### config.mk
export PLATFORM = sky130hd
export DESIGN_NAME = tick_watchdog
export DESIGN_NICKNAME = d
export VERILOG_FILES = /design/src/rtl/wdt_pkg.sv /design/src/rtl/wdt_cfg_reg.sv /design/src/rtl/wdt_downcount.sv /design/src/rtl/wdt_flag.sv /design/src/rtl/tick_watchdog.sv
export SDC_FILE = /design/constraint.sdc
export NUM_CORES = 1
export LEC_CHECK = 0
export BUFFER_PORTS_ARGS = -buffer_cell sky130_fd_sc_hd__buf_2
export CAP_MARGIN = 20
export CORE_MARGIN = 2
export CORE_UTILIZATION = 53
export DETAILED_ROUTE_END_ITERATION = 10
export PLACE_DENSITY = 0.81
export SYNTH_ARGS = -nofsm -noshare
export SYNTH_HDL_FRONTEND = slang
export SYNTH_SLANG_ARGS = --single-unit
### constraint.sdc
create_clock -name clk -period 4.55 [get_ports clk]
set_clock_uncertainty 0.2 [all_clocks]
set_input_delay 0.2275 -clock clk [delete_from_list [all_inputs] [get_ports clk]]
set_output_delay 0.2275 -clock clk [all_outputs]
set_load 0.005 [all_outputs]
### src/rtl/wdt_pkg.sv
// Package: shared widths and field positions of the watchdog control register.
// Assumes the register is exactly strobe + lock + timeout bits wide.
package wdt_pkg;
    localparam int WDT_TO_W   = 6;
    localparam int WDT_REG_W  = WDT_TO_W + 2;
    localparam int WDT_BIT_STB = WDT_REG_W - 1;
    localparam int WDT_BIT_LCK = WDT_REG_W - 2;

    typedef logic [WDT_TO_W-1:0] wdt_to_t;

    typedef struct packed {
        logic    strobe;
        logic    lock;
        wdt_to_t timeout;
    } wdt_wr_t;
endpackage

### src/rtl/wdt_cfg_reg.sv
// Module: holds the lock bit and the timeout value of the watchdog.
// The timeout is taken on a write only when the stored lock bit is 0.
// Assumes one write per cycle at most; reset is synchronous, active low.
module wdt_cfg_reg
    import wdt_pkg::*;
#(
    parameter wdt_to_t INIT_TIMEOUT = wdt_to_t'(4)
) (
    input  logic    clk,
    input  logic    rst_n,
    input  logic    wr_en_i,
    input  logic    wr_lock_i,
    input  wdt_to_t wr_timeout_i,
    output logic    lock_o,
    output wdt_to_t timeout_o,
    output wdt_to_t timeout_nxt_o
);
    logic    lock_q;
    wdt_to_t timeout_q;
    logic    accept;

    // Decide whether this write may change the timeout.
    always_comb begin
        accept        = wr_en_i && !lock_q;
        timeout_nxt_o = accept ? wr_timeout_i : timeout_q;
    end

    // Store the lock bit on every write and the gated timeout.
    always_ff @(posedge clk) begin
        if (!rst_n) begin
            lock_q    <= 1'b0;
            timeout_q <= INIT_TIMEOUT;
        end else if (wr_en_i) begin
            lock_q    <= wr_lock_i;
            timeout_q <= timeout_nxt_o;
        end
    end

    assign lock_o    = lock_q;
    assign timeout_o = timeout_q;

    AST_LOCKED_TIMEOUT: assert property (@(posedge clk) disable iff (!rst_n)
        (wr_en_i && lock_q) |=> $stable(timeout_q));
    AST_LOCK_FOLLOWS_WRITE: assert property (@(posedge clk) disable iff (!rst_n)
        wr_en_i |=> (lock_q == $past(wr_lock_i)));
endmodule

### src/rtl/wdt_downcount.sv
// Module: the tick-driven down counter of the watchdog.
// A strobe takes priority over a tick in the same cycle. An expiry reloads
// the counter. Assumes tick_i is a single-cycle pulse.
module wdt_downcount
    import wdt_pkg::*;
#(
    parameter wdt_to_t INIT_TIMEOUT = wdt_to_t'(4)
) (
    input  logic    clk,
    input  logic    rst_n,
    input  logic    tick_i,
    input  logic    osc_run_i,
    input  logic    strobe_i,
    input  wdt_to_t timeout_i,
    input  wdt_to_t timeout_nxt_i,
    output logic    expire_o,
    output wdt_to_t count_o
);
    localparam wdt_to_t ONE = wdt_to_t'(1);

    wdt_to_t count_q;
    logic    enabled;
    logic    advance;

    // Qualify the tick and detect a count running out.
    always_comb begin
        enabled  = (timeout_i != '0);
        advance  = tick_i && osc_run_i && enabled && !strobe_i;
        expire_o = advance && (count_q <= ONE);
    end

    // Reload on strobe or expiry, otherwise step down on a qualified tick.
    always_ff @(posedge clk) begin
        if (!rst_n) begin
            count_q <= INIT_TIMEOUT;
        end else if (strobe_i) begin
            count_q <= timeout_nxt_i;
        end else if (advance) begin
            count_q <= expire_o ? timeout_nxt_i : (count_q - ONE);
        end
    end

    assign count_o = count_q;

    AST_COUNT_STEP: assert property (@(posedge clk) disable iff (!rst_n)
        (advance && count_q > ONE) |=> (count_q == wdt_to_t'($past(count_q) - ONE)));
    AST_HOLD_NO_OSC: assert property (@(posedge clk) disable iff (!rst_n)
        (!osc_run_i && !strobe_i) |=> $stable(count_q));
    AST_EXPIRE_RELOAD: assert property (@(posedge clk) disable iff (!rst_n)
        expire_o |=> (count_q == $past(timeout_nxt_i)));
    AST_STROBE_RELOAD: assert property (@(posedge clk) disable iff (!rst_n)
        strobe_i |=> (count_q == $past(timeout_nxt_i)));
endmodule

### src/rtl/wdt_flag.sv
// Module: sticky watchdog flag and the masked interrupt request.
// Set wins over a clearing flags read in the same cycle.
module wdt_flag (
    input  logic clk,
    input  logic rst_n,
    input  logic expire_i,
    input  logic flags_rd_i,
    input  logic irq_en_i,
    output logic flag_o,
    output logic irq_o
);
    logic flag_q;

    // Hold the flag until a flags read that does not meet a new expiry.
    always_ff @(posedge clk) begin
        if (!rst_n) begin
            flag_q <= 1'b0;
        end else if (expire_i) begin
            flag_q <= 1'b1;
        end else if (flags_rd_i) begin
            flag_q <= 1'b0;
        end
    end

    // Gate the flag with the enable to form the request.
    always_comb begin
        irq_o = flag_q && irq_en_i;
    end

    assign flag_o = flag_q;

    AST_FLAG_SET: assert property (@(posedge clk) disable iff (!rst_n)
        expire_i |=> flag_q);
    AST_FLAG_CLEAR: assert property (@(posedge clk) disable iff (!rst_n)
        (flags_rd_i && !expire_i) |=> !flag_q);
    AST_FLAG_STICKY: assert property (@(posedge clk) disable iff (!rst_n)
        (flag_q && !flags_rd_i) |=> flag_q);
endmodule

### src/rtl/tick_watchdog.sv
// Module: top of the tick-driven watchdog. Splits the control write into
// its fields and wires the config register, counter and flag logic together.
// Assumes the tick is synchronous to clk and lasts one cycle.
module tick_watchdog
    import wdt_pkg::*;
#(
    parameter wdt_to_t INIT_TIMEOUT = wdt_to_t'(4)
) (
    input  logic                 clk,
    input  logic                 rst_n,
    input  logic                 tick_i,
    input  logic                 osc_run_i,
    input  logic                 wr_en_i,
    input  logic [WDT_REG_W-1:0] wr_data_i,
    input  logic                 flags_rd_i,
    input  logic                 irq_en_i,
    output logic                 wd_flag_o,
    output logic                 irq_o,
    output logic [WDT_REG_W-1:0] rd_data_o
);
    wdt_wr_t wr_fields;
    logic    strobe;
    logic    lock;
    wdt_to_t timeout;
    wdt_to_t timeout_nxt;
    logic    expire;
    wdt_to_t count;

    // Decode the write into strobe, lock and timeout.
    always_comb begin
        wr_fields = wdt_wr_t'(wr_data_i);
        strobe    = wr_en_i && wr_fields.strobe;
    end

    wdt_cfg_reg #(.INIT_TIMEOUT(INIT_TIMEOUT)) u_cfg (
        .clk          (clk),
        .rst_n        (rst_n),
        .wr_en_i      (wr_en_i),
        .wr_lock_i    (wr_fields.lock),
        .wr_timeout_i (wr_fields.timeout),
        .lock_o       (lock),
        .timeout_o    (timeout),
        .timeout_nxt_o(timeout_nxt)
    );

    wdt_downcount #(.INIT_TIMEOUT(INIT_TIMEOUT)) u_cnt (
        .clk          (clk),
        .rst_n        (rst_n),
        .tick_i       (tick_i),
        .osc_run_i    (osc_run_i),
        .strobe_i     (strobe),
        .timeout_i    (timeout),
        .timeout_nxt_i(timeout_nxt),
        .expire_o     (expire),
        .count_o      (count)
    );

    wdt_flag u_flag (
        .clk       (clk),
        .rst_n     (rst_n),
        .expire_i  (expire),
        .flags_rd_i(flags_rd_i),
        .irq_en_i  (irq_en_i),
        .flag_o    (wd_flag_o),
        .irq_o     (irq_o)
    );

    // Readback: the strobe position always reads 0.
    always_comb begin
        rd_data_o = {1'b0, lock, timeout};
    end

    AST_DISABLED_QUIET: assert property (@(posedge clk) disable iff (!rst_n)
        (timeout == '0) |-> !expire);
    AST_NO_ORPHAN_IRQ: assert property (@(posedge clk) disable iff (!rst_n)
        irq_o |-> wd_flag_o);
    AST_COUNT_BOUND: assert property (@(posedge clk) disable iff (!rst_n)
        (strobe && wr_fields.timeout != '0 && !lock) |=> (count != '0));
endmodule

## Word level (Yosys, flattened, before mapping)

Index checks and enable logic that the tools add are counted.

- Bits of input ports: 15
- Output and inout bits: 10
- Word-level logic and storage cells: 24
- Bits in writable memories: 0
- Memories: 0
- Bits in read-only memories: 0
- Bits in latches: 0
- Bits in registers: 14

- Multiply operators: 0
- Equality and inequality tests: 0
- Reduce and logical (&&, ||, !) cells: 12
- $lt $le $gt $ge: 1
- Mux-type cells: 6
- $add $sub $neg: 1
- Bitwise operators: 0
- Div/mod/pow operators: 0
- Shift-type cells: 0

Operator list:

| kind | count |
|---|---|
| $mux 6 | 4 |
| $logic_and 1x1->1 | 7 |
| $le 6x1->1 const B | 1 |
| $reduce_bool 6->1 | 1 |
| $sub 6x1->6 const B | 1 |
| $reduce_bool 2->1 | 2 |
| $logic_not 1->1 | 2 |
| $mux 1 | 2 |

## Longest topological paths before layout

Gate-level depths: netlist of the first run.

- Word-level depth: 7
- Gate-level depth with buffers: 6
- Gate-level depth less buffers: 6

## Modules after synthesis

Synthesis of the first run repeated with hierarchy kept, for this count alone.

- Cell total of the unflattened synthesis: 100
- Area, all modules: 923.4 µm²

By module, submodules not included:

| module | area an instance (µm²) | times used | cells an instance | sequential area each (µm²) |
|---|---|---|---|---|
| wdt_downcount | 475.5 | 1 | 56 | 120.1 |
| wdt_cfg_reg | 374.1 | 1 | 36 | 140.1 |
| wdt_flag | 48.8 | 1 | 4 | 20.0 |
| tick_watchdog | 25.0 | 1 | 4 | 0.0 |

## Least setup slack after synthesis of the first run

OpenSTA, ideal clock, no wires.

- Path type: flip-flop to flip-flop
- Start point: reg u_cnt.count_q[0], in the netlist u_cnt.count_o[0]
- End point: reg u_cnt.count_q[5], in the netlist u_cnt.count_o[5]
- Arrival time: 1399 ps
- Setup time: 134 ps
- Setup slack: 2818 ps
- Required time: 4216 ps
- Stages on the path, launching flop included: 7
- Cells stage by stage: dfxtp_1 > inv_1 > ha_1 > or2_2 > and2_4 > a21oi_2 > o221ai_1

- Longest elaborated chain between the ends: 5

Ends and longest elaborated chain:

| item | RTL line | source |
|---|---|---|
| start, declared | wdt_downcount.sv:21 | `wdt_to_t count_q;` |
| start signal, assigned | wdt_downcount.sv:37 | `count_q <= timeout_nxt_i;` |
| start signal, assigned | wdt_downcount.sv:39 | `count_q <= expire_o ? timeout_nxt_i : (count_q - ONE);` |
| $le 6x1->1 | wdt_downcount.sv:29 | `expire_o = advance && (count_q <= ONE);` |
| $logic_and 1x1->1 | wdt_downcount.sv:29 |  |
| $mux 6 * | wdt_downcount.sv:39 |  |
| $mux 6 * | wdt_downcount.sv:38 | `end else if (advance) begin` |
| $mux 6 * | wdt_downcount.sv:36 | `end else if (strobe_i) begin` |

Every way passes the cells marked *; elsewhere a longest branch is shown, timed or not. The select of a mux whose other input is x is not followed.
A chain may end at the register's enable or synchronous reset.

## Worst setup path in the final report of the first run

Ends and elaborated chain as after synthesis.

==> impl_results.md, run 1 <==
- Status: finished, final reports clean
- I/O Pins: 25
- Die Area: 1960 µm²
- Maximum vdd drop: around 0.18 mV
- CTS tree: done
- Synthesized net count: 109
- Setup TNS: 0 ps
- Top delay family on crit path: simple AND/OR/NAND/NOR gates
- Vias in the first global route: 737
- Initial antenna violation count: 0
- Setup slack after placement: 2601 ps
- Starting Density: 57.06%
- PortBufs: 23
- Pwr dens: 306.9 nW/µm²
- DRT iter0 DRCs: 22
- Number of synthesized flops with an enable pin: 0
- Clock latency on the worst-skew pair: a little under 300 ps
- Cells after synthesis: 92
- Critical Path End Type: register
- R2r startpoint: u_cnt.count_o[0]
- Nets: 135
- Clk buf depth: 2
- Post-synth top area cell: dfxtp_1
- Reg-to-reg slack, setup: 2560 ps
- R2r worst-path depth: 6
- Worst-Margin Slew: approximately 650 ps
- CTS resizes: 0
- Num CTS Buffers: 3
- # hold bufs at CTS: 2
- Top-area cell type share of the netlist area: 32.61%
- DR vias/cell: about 6
- Worst Path Arrival: 1950 ps
- Setup ws final: 2564 ps
- Crit-path cells: inv_1 > ha_1 > or2_2 > and2_4 > a21oi_2 > o221ai_1
- CTS root buffer: clkbuf_4
- First-pass GRT wire length: about 3200 µm
- Post-synthesis register bit count: 14
- R2r endpoint: u_cnt.count_o[5]
- Tmin final: 1986 ps
- Endpoints failing setup: 0
- Max-slew violations: 0
- CP Launch Type: register
- Sink Count: 14
- Rows: 14
- Post-route DRC: 0
- Share of cells above drive strength 1: 30.77%
- Worst Hold End: u_cfg.timeout_o[3]
- Diodes inserted: 0
- Seq/Total Area, Yosys: between 30% and 40%
- Area Overhead vs Synth: 19.21%
- Worst hold margin: 23.23 ps
- Critical path's slowest cell: dfxtp_1
- RSZ-0062 raised after global routing: no
- Worst-path fanout max: 5
- H-Tree Depth: 1
- Max-Cap Viols: 0
- Post-DRT Antenna Nets: 0
- Wirelength per Cell: around 15 µm
- CTS clk-pin slew, worst paths: 90 ps
- Chip Width: 44.27 µm
- Worst hold start: wr_data_i[3]
- Final period utilization: 43.64%
- Distinct cells, synth: 35
- Via count: 797
- Mapped Area: 859.6 µm²
- Gr ovfl total: 0
- Worst min path class: in2reg
- Hpwl dp: 1516 µm
- Core region area: 1506 µm²
- Most used DFF post-synth: dfxtp_1
- Mean post-synth cell area: 9.343 µm²
- LEAKAGE: ~0.45 nW
- CP Class: reg2reg
- Hold Crit Depth: 3
- Top post-synthesis cells by area: dfxtp_1, mux2i_1, nor4_4
- Rel. slew slack: about 56%
- 1st-pass router iterations: 4
- Worst Path Buf+Inv: 1
- WL final: 2010 µm
- Die Span Y: 44.27 µm
- Maximum clock rate: 503.6 MHz
- Final hold vios: 0
- Gpl congestion: 0.8992
- CP required: 4510 ps
- Post-synthesis async set-or-reset flop share: 0%
- Slowest cell delay on critical path: 400 ps
- Synth warn: 0
- Postcts setup bufs: 0
- GRT Overall Usage: between 20 and 25%
- Largest net degree at the start of global routing: 10
-- stage by stage --
| step | total power, mW | area, µm² | instances | utilization [%] |
|---|---|---|---|---|
| 2_1_floorplan | 0.2005 | 859.6 | 92 | - |
| 3_3_place_gp | 0.2201 | 968.4 | 127 | 64.29 |
| 3_5_place_dp | 0.2223 | 968.4 | 127 | 64.29 |
| 4_1_cts | 0.3157 | 1025 | 133 | 68.02 |
| 5_1_grt | 0.3327 | 1025 | 133 | 68.02 |
| 6_report | 0.3145 | 1025 | 133 | 68.02 |
-- state kept, by name, indices dropped and copies added (netlist names) --
signal / cells
u_cfg.lock_o: 1
u_flag.flag_o: 1
u_cfg.timeout_o: 6
u_cnt.count_o: 6
-- metal layers --
layer | global-route usage [%] | wire length (µm)
met5 | 0 | 0
met4 | 10.91 | 44
met3 | 5.306 | 99
met2 | 41.18 | 988
met1 | 25.82 | 877
-- worst max path at each step --
stage,from,endpoint,depth (start not counted)
floorplan,u_cnt.count_o[0],u_cnt.count_o[5],6
global placement,u_cnt.count_o[0],u_cnt.count_o[4],6
detailed placement,wr_en_i,u_cnt.count_o[0],5
CTS,u_cnt.count_o[0],u_cnt.count_o[5],6
global route,u_cnt.count_o[0],u_cnt.count_o[5],6
finish,u_cnt.count_o[0],u_cnt.count_o[5],6
-- final cells by class --
cell class                 count  area, µm²
clock buffer                   4      36.28
fill                         124      481.7
inverter                       5      18.77
multi-input combinational     69      534.3
sequential                    14      280.3
tap                           16      20.02
timing repair buffer          25      135.1
-- Yosys cell counts, types with 2 or more instances --
library cell and count:
o221ai_1 3, nor2b_1 2, dfxtp_1 14, nand2_1 9, nor3_1 2, a21oi_1 4
and2_1 3, nand3_1 2, o211ai_1 2, mux2i_1 9, o32ai_1 2, a32oi_1 3
nor2_1 6, ha_1 2, nor4_4 2, buf_4 3, a21o_1 2, inv_1 5
-- tightest hold or removal path: cells and delay by family --
family / cells / cell delay, ps
mux: 1 / 80
buf+inv: 1 / 90
simple gates: 1 / 80
-- cell usage in the layout (no fill, tap or decap), drive strengths merged --
master,count
or3,1
mux2,1
or2,1
o211ai,2
inv,5
nor4,2
o221ai,3
ha,2
nand3,2
nor2b,2
a22oi,1
and2,4
a21boi,1
a211o,1
buf,23
dlygate4sd3,2
o2bb2ai,1
a21oi,6
nand2,9
a2bb2oi,1
nor3,2
mux2i,9
conb,1
or4,1
or3b,1
dfxtp,14
nand2b,1
a211oi,1
a32oi,3
clkbuf,4
nor2,6
a21o,2
o32ai,2
-- cell families after synthesis --
| family | Yosys count | synth area share [%] |
|---|---|---|
| adders and majority gates | 2 | 2.911 |
| muxes | 10 | 12.23 |
| and+or+nand+nor | 32 | 22.56 |
| other | 1 | 0.4363 |
| buffers and inverters | 9 | 5.240 |
| AOI/OAI and AO/OA | 24 | 24.02 |
| DFF | 14 | 32.61 |
-- power by group --
part / switching (mW) / total (mW) / internal, mW
logic: 0.0401 / 0.0773 / 0.0372
clock network: 0.0435 / 0.0923 / 0.0488
registers: 0.0130 / 0.145 / 0.132
total: 0.0966 / 0.314 / 0.218
Note: power is estimated with default switching activity, not from simulation.
==> run 2, diff against run 1 <==
--- a/config.mk
+++ b/config.mk
@@ -8,9 +8,9 @@
 export BUFFER_PORTS_ARGS = -buffer_cell sky130_fd_sc_hd__buf_2
 export CAP_MARGIN = 20
 export CORE_MARGIN = 2
-export CORE_UTILIZATION = 53
+export CORE_UTILIZATION = 45
 export DETAILED_ROUTE_END_ITERATION = 10
-export PLACE_DENSITY = 0.81
+export PLACE_DENSITY = 0.74
 export SYNTH_ARGS = -nofsm -noshare
 export SYNTH_HDL_FRONTEND = slang
 export SYNTH_SLANG_ARGS = --single-unit
==> constraint.sdc (replaced) <==
create_clock -name clk -period 1.79 [get_ports clk]
set_clock_uncertainty 0.2 [all_clocks]
set_input_delay 0.0895 -clock clk [delete_from_list [all_inputs] [get_ports clk]]
set_output_delay 0.0895 -clock clk [all_outputs]
set_load 0.005 [all_outputs]
==> impl_results.md, run 2 (synthesis results as in run 1) <==
- CTS clk-pin slew, worst paths: 100 ps (was 90 ps)
- DR vias/cell: 5.506 (was 5.992)
- CTS root buffer: clkbuf_4 (unchanged)
- Crit path capture: u_cnt.count_o[5] (unchanged)
- Maximum clock rate: 575.1 MHz (was 503.6 MHz)
- Core region area: 1764 µm² (was 1506 µm²)
- Initial antenna violation count: 0 (unchanged)
- Starting Density: 48.72% (was 57.06%)
- Endpoints failing setup: 0 (unchanged)
- Slowest cell delay on critical path: 340 ps (was 400 ps)
- Final core utilization: 69.08% (was 68.02%)
- Die Span Y: 47.71 µm (was 44.27 µm)
- Critical Path End Type: register (unchanged)
- Register area: 282.8 µm² (was 280.3 µm²)
- Hpwl dp: 1613 µm (was 1516 µm)
- Worst hold margin: -11.75 ps (was 23.23 ps)
- Status: finished with violations (was finished, final reports clean)
- Cell count along the critical path: 6 (unchanged)
- Final period utilization: 97.14% (was 43.64%)
- Wirelength per Cell: 15.66 µm (was 15.11 µm)
- Top delay family on crit path: simple AND/OR/NAND/NOR gates (unchanged)
- Chip Width: 47.71 µm (was 44.27 µm)
- FILL cells: 156 (was 124)
- CTS tree: done (unchanged)
- WL final: 2443 µm (was 2010 µm)
- R2r endpoint: u_cnt.count_o[5] (unchanged)
- Vias in the first global route: 834 (was 737)
- Reg-to-reg slack, setup: 50 ps (was 2560 ps)
- Diodes inserted: 0 (unchanged)
- R2r startpoint: u_cnt.count_o[1] (was u_cnt.count_o[0])
- Area Overhead vs Synth: 41.78% (was 19.21%)
- 1st-pass router iterations: 4 (unchanged)
- Pwr dens: 733.7 nW/µm² (was 306.9 nW/µm²)
- Maximum vdd drop: 0.3979 mV (was 0.1832 mV)
- DRT iter0 DRCs: 32 (was 22)
- Largest net degree at the start of global routing: 10 (unchanged)
- Gr ovfl total: 0 (unchanged)
- Nets: 149 (was 135)
- I/O Pins: 25 (unchanged)
- Worst Path Buf+Inv: 1 (unchanged)
- Final hold vios: 1 (was 0)
- Tmin final: 1739 ps (was 1986 ps)
- Clock latency on the worst-skew pair: 290 ps (about the same)
- LEAKAGE: 0.5236 nW (was 0.4540 nW)
- GRT Overall Usage: 24.12% (was 23.14%)
- CP required: 1770 ps (was 4510 ps)
- Max-Cap Viols: 0 (unchanged)
- Rows: 15 (was 14)
- Leading cell type in the layout, fill and taps excluded: buf_2 (unchanged)
- Worst min path class: in2reg (unchanged)
- Crit-path cells: inv_2 > ha_1 > or2_2 > and2_4 > a21oi_4 > o221ai_1 (was inv_1 > ha_1 > or2_2 > and2_4 > a21oi_2 > o221ai_1)
- Clk buf depth: 2 (unchanged)
- CP Launch Type: register (unchanged)
- Worst-path fanout max: 5 (unchanged)
- Failing checks: negative hold slack
- H-Tree Depth: 1 (unchanged)
- RSZ-0062 raised after global routing: yes (was no)
- Critical path launch point: u_cnt.count_o[1] (was u_cnt.count_o[0])
- Post-route DRC: 0 (unchanged)
- Critical path's slowest cell: dfxtp_2 (was dfxtp_1)
- Share of cells above drive strength 1: 39.69% (was 30.77%)
- PortBufs: 23 (unchanged)
- Post-DRT Antenna Nets: 0 (unchanged)
- Num CTS Buffers: 3 (unchanged)
- Die Area: 2276 µm² (was 1960 µm²)
- Max-slew violations: 0 (unchanged)
- Most frequent cells in the layout: buf_2, dfxtp_1, dlygate4sd3_1 (was buf_2, dfxtp_1, nand2_1, mux2i_1, nor2_1)
- R2r worst-path depth: 6 (unchanged)
- Worst Path Arrival: 1720 ps (was 1950 ps)
- First-pass GRT wire length: 3726 µm (was 3229 µm)
- Gpl congestion: 0.9507 (was 0.8992)
- Via count: 859 (was 797)
- Area of the multi-input gates: 584.3 µm² (was 534.3 µm²)
- CP Class: reg2reg (unchanged)
- Sink Count: 14 (unchanged)
## run 2: cell types whose count changed in the layout (fill, tap and decap cells not counted), moves of 2 or more
cell / previous run / this run
buf_4: 0 / 5
dfxtp_1: 14 / 12
dfxtp_2: 0 / 2
dlygate4sd3_1: 2 / 11
inv_1: 5 / 3
## run 2: repair_timing
item | in CTS | in global routing
gates resized for setup | 9 | 5
pin swaps | 3 | 5
endpoints found under the hold margin | 13 | 0
hold buffers | 11 | 0
endpoints found under the setup margin | 5 | 5
gates cloned | 0 | 0
buffers inserted | 2 | 0
## run 2: routing by layer
| metal | part of all wire, % | up-vias | global-route usage [%] | wire, µm |
|---|---|---|---|---|
| met2 | 51 | 41 | 42.93 | 1237 |
| met3 | 7.3 | 6 | 4.151 | 179 |
| met1 | 40 | 398 | 27.44 | 978 |
| li1 | - | 414 | - | - |
| met5 | 0 | - | 0 | 0 |
| met4 | 1.9 | 0 | 11.89 | 47 |
## run 2: per-stage QoR
step	total power, mW	cells	cell area [µm²]	setup TNS [ps]	setup slack, ps
2_1_floorplan	0.5097	92	859.6	0	57.57
5_1_grt	0.9293	156	1219	-33.17	-26.24
3_5_place_dp	0.5802	139	1002	-172.5	-80.09
4_1_cts	0.8664	156	1199	0	32.06
3_3_place_gp	0.5739	139	1002	0	6.978
6_report	0.8941	156	1219	0	51.23
## run 2: worst min path at each step
stage | from | endpoint | depth (start not counted)
finish | wr_en_i | u_cnt.count_o[2] | 3
global route | wr_en_i | u_cnt.count_o[2] | 3
CTS | wr_en_i | u_cnt.count_o[2] | 3
detailed placement | wr_data_i[6] | u_cfg.lock_o | 3
global placement | wr_data_i[6] | u_cfg.lock_o | 3
floorplan | wr_data_i[6] | u_cfg.lock_o | 2
## run 2: area by class of cell
| class | count | area share, % |
|---|---|---|
| multi-input cells | 69 | 47.95 |
| flip-flops and latches | 14 | 23.20 |
| repair buffers | 39 | 21.56 |
| clock buffers | 4 | 2.977 |
| well taps | 25 | 2.567 |
| inverters | 5 | 1.745 |
## run 2: where the power goes
part	internal [mW]	switching [mW]
logic	0.143	0.130
clock network	0.124	0.126
registers	0.336	0.0349
## run 2: worst min-delay path, delay by kind of cell
kind	cells	cell delay (ps)
AOI/OAI and AO/OA	2	210
buffers and inverters	1	150
==> run 3, diff against run 2 <==
--- a/config.mk
+++ b/config.mk
@@ -5,9 +5,9 @@
 export SDC_FILE = /design/constraint.sdc
 export NUM_CORES = 1
 export LEC_CHECK = 0
-export BUFFER_PORTS_ARGS = -buffer_cell sky130_fd_sc_hd__buf_2
+export ABC_AREA = 1
+export BUFFER_PORTS_ARGS = -buffer_cell sky130_fd_sc_hd__buf_4
 export CAP_MARGIN = 20
-export CORE_MARGIN = 2
 export CORE_UTILIZATION = 45
 export DETAILED_ROUTE_END_ITERATION = 10
 export PLACE_DENSITY = 0.74
==> impl_results.md, run 3 <==
- Core region area: 1745 µm² (was 1764 µm²)
- Tmin final: 1700 ps (was 1739 ps)
- Chip Width: 45.32 µm (was 47.71 µm)
- Num CTS Buffers: 3 (unchanged)
- LEAKAGE: 0.6064 nW (was 0.5236 nW)
- CTS tree: done (unchanged)
- Wirelength per Cell: 10.29 µm (was 15.66 µm)
- First-pass GRT wire length: 3194 µm (was 3726 µm)
- Via count: 892 (was 859)
- GRT Overall Usage: 21.58% (was 24.12%)
- Most used DFF post-synth: dfxtp_1 (unchanged)
- Share of cells above drive strength 1: 26.67% (was 39.69%)
- Nets: 183 (was 149)
- CTS root buffer: clkbuf_4 (unchanged)
- Post-synthesis register bit count: 14 (unchanged)
- Die Area: 2054 µm² (was 2276 µm²)
- Dominant cell by count in the synthesized netlist: nand2_1 (was dfxtp_1)
- Setup TNS: 0 ps (unchanged)
- R2r startpoint: u_cfg.lock_o (was u_cnt.count_o[1])
- Diodes inserted: 0 (unchanged)
- Worst Path Arrival: 1670 ps (was 1720 ps)
- Mapped Area: 844.6 µm² (was 859.6 µm²)
- RSZ-0062 raised after global routing: no (was yes)
- Top-area cell type share of the netlist area: 33.19% (was 32.61%)
- Distinct cells, synth: 25 (was 35)
- Final hold vios: 0 (was 1)
- Starting Density: 48.39% (was 48.72%)
- P_int: 0.5885 mW (was 0.6034 mW)
- Total power: 0.8471 mW (was 0.8941 mW)
- Worst hold start: osc_run_i (was wr_en_i)
- 1st-pass router iterations: 5 (was 4)
- Psw: 0.2586 mW (was 0.2907 mW)
- DRT iter0 DRCs: 24 (was 32)
- CTS clk-pin slew, worst paths: 90 ps (was 100 ps)
- Post-DRT Antenna Nets: 0 (unchanged)
- Hold Crit Depth: 5 (was 3)
- Seq/Total Area, Yosys: 33.19% (was 32.61%)
- Synthesized net count: 144 (was 109)
- FILL cells: 154 (was 156)
- Number of synthesized flops with an enable pin: 0 (unchanged)
- Vias in the first global route: 821 (was 834)
- Gr ovfl total: 0 (unchanged)
- Switching part of the total: 30.53% (was 32.51%)
- R2r worst-path depth: 4 (was 6)
- Cells after synthesis: 127 (was 92)
- Worst min path class: in2reg (unchanged)
- Post-synth top cells: nand2_1, inv_1, nand3_1, dfxtp_1, nor2_1 (was dfxtp_1, mux2i_1, nand2_1, nor2_1, inv_1)
- Postcts setup bufs: 0 (was 2)
- H-Tree Depth: 1 (unchanged)
- Power share of the sequential group: 42.7% (was 41.5%)
- Setup slack after placement: 163.2 ps (was -80.09 ps)
- Clock latency on the worst-skew pair: 270 ps (was 290 ps)
- Area after DPL: 1037 µm² (was 1002 µm²)
- Finished Cell Area: 1206 µm² (was 1219 µm²)
- Mean post-synth cell area: 6.650 µm² (was 9.343 µm²)
- Sink Count: 14 (unchanged)
- Critical path launch point: u_cfg.lock_o (was u_cnt.count_o[1])
- CP Class: reg2reg (unchanged)
- Top post-synthesis cells by area: dfxtp_1, nand2_1, nand3_1 (was dfxtp_1, mux2i_1, nor4_4)
- Largest net degree at the start of global routing: 13 (was 10)
- Critical Path End Type: register (unchanged)
- CP Launch Type: register (unchanged)
- Endpoints failing setup: 0 (unchanged)
- Area Overhead vs Synth: 42.82% (was 41.78%)
- Post-synth top area cell: dfxtp_1 (unchanged)
- WL final: 1955 µm (was 2443 µm)
- Finished Layout Cells: 190 (was 156)
- Maximum vdd drop: 0.4507 mV (was 0.3979 mV)
- Max-slew violations: 0 (unchanged)
- Dpl cells: 174 (was 139)
- Rows: 15 (unchanged)
- Max-Cap Viols: 0 (unchanged)
- Pwr dens: 702.3 nW/µm² (was 733.7 nW/µm²)
- Setup ws final: 89.95 ps (was 51.23 ps)
- Most frequent cells in the layout: nand2_1, buf_4, inv_1 (was buf_2, dfxtp_1, dlygate4sd3_1)
- Hpwl dp: 1406 µm (was 1613 µm)
- Synth warn: 0 (unchanged)
- Leading cell type in the layout, fill and taps excluded: nand2_1 (was buf_2)
- Die Span Y: 45.32 µm (was 47.71 µm)
- Initial antenna violation count: 0 (unchanged)
- I/O Pins: 25 (unchanged)
- CP required: 1760 ps (was 1770 ps)
- Clk buf depth: 2 (unchanged)
- Gate power share: 30.4% (was 30.6%)
- Final period utilization: 94.98% (was 97.14%)
- PortBufs: 23 (unchanged)
- Clock power frac: 26.9% (was 27.9%)
- Worst-path fanout max: 12 (was 5)
- Maximum clock rate: 588.2 MHz (was 575.1 MHz)
- Post-synthesis async set-or-reset flop share: 0% (unchanged)
- DR vias/cell: 4.695 (was 5.506)
- Post-route DRC: 0 (unchanged)
- Status: finished, final reports clean (was finished with violations)
- Gpl congestion: 0.8395 (was 0.9507)
==> run 3: kinds of logic (layout without fill, tap and decap cells) <==
family | after synthesis | in the layout | share of synthesized area [%]
simple gates | 72 | 72 | 40.60
flops | 14 | 14 | 33.19
compound gates | 13 | 13 | 9.334
other cells | 1 | 1 | 0.4440
xor+xnor | 1 | 1 | 1.037
buf+inv | 24 | 62 | 12.44
fa+ha+maj | 2 | 2 | 2.962
==> run 3: worst max-delay path, stage by stage (launching register included) <==
cell	delay [ps]
dfxtp_1	330
or2_4	310
o21ai_2	150
nand2_1	60
dlygate4sd3_1	550
==> run 3: layout make-up <==
| type | instances | area [µm²] | share of cell area, % |
|---|---|---|---|
| Clock buffer | 4 | 36.28 | 3.008 |
| Inverter | 21 | 78.83 | 6.535 |
| Timing Repair Buffer | 37 | 307.8 | 25.52 |
| Sequential cell | 14 | 280.3 | 23.24 |
| Multi-Input combinational cell | 89 | 471.7 | 39.11 |
| Tap cell | 25 | 31.28 | 2.593 |
==> run 3: repair_timing <==
item,in CTS,in global routing
hold buffers,12,0
gates resized for setup,0,3
hold endpoints to repair,11,0
endpoints found under the setup margin,0,3
==> run 3: final timing paths <==
| check | to | slack [ps] |
|---|---|---|
| worst max register to register | u_cfg.timeout_o[2] | 90 |
| worst max-delay path | u_cfg.timeout_o[2] | 90 |
| worst min register to register | u_flag.flag_o | 280 |
| worst min-delay path | u_flag.flag_o | 80 |
==> run 3: layer usage <==
layer | global-route usage, % | share of wire [%] | up-vias
met5 | 0 | 0 | -
li1 | - | - | 468
met2 | 39.42 | 53 | 22
met4 | 7.879 | 0.66 | 0
met1 | 25.68 | 43 | 400
met3 | 2.400 | 3.6 | 2
==> run 3: per-stage QoR <==
stage	util, %	hold WS (ps)
6_report	69.10	83.15
5_1_grt	69.10	117.0
4_1_cts	68.39	70.38
3_5_place_dp	59.43	114.2
3_3_place_gp	59.43	109.3
2_1_floorplan	-	-41.49
==> run 3: power groups by stage <==
stage	Combinational (mW)	Sequential, mW	Clock, mW
2_1_floorplan	0.156	0.365	0
4_1_cts	0.251	0.361	0.233
6_report	0.257	0.362	0.228
3_5_place_dp	0.230	0.368	0
3_3_place_gp	0.227	0.368	0
5_1_grt	0.289	0.365	0.249
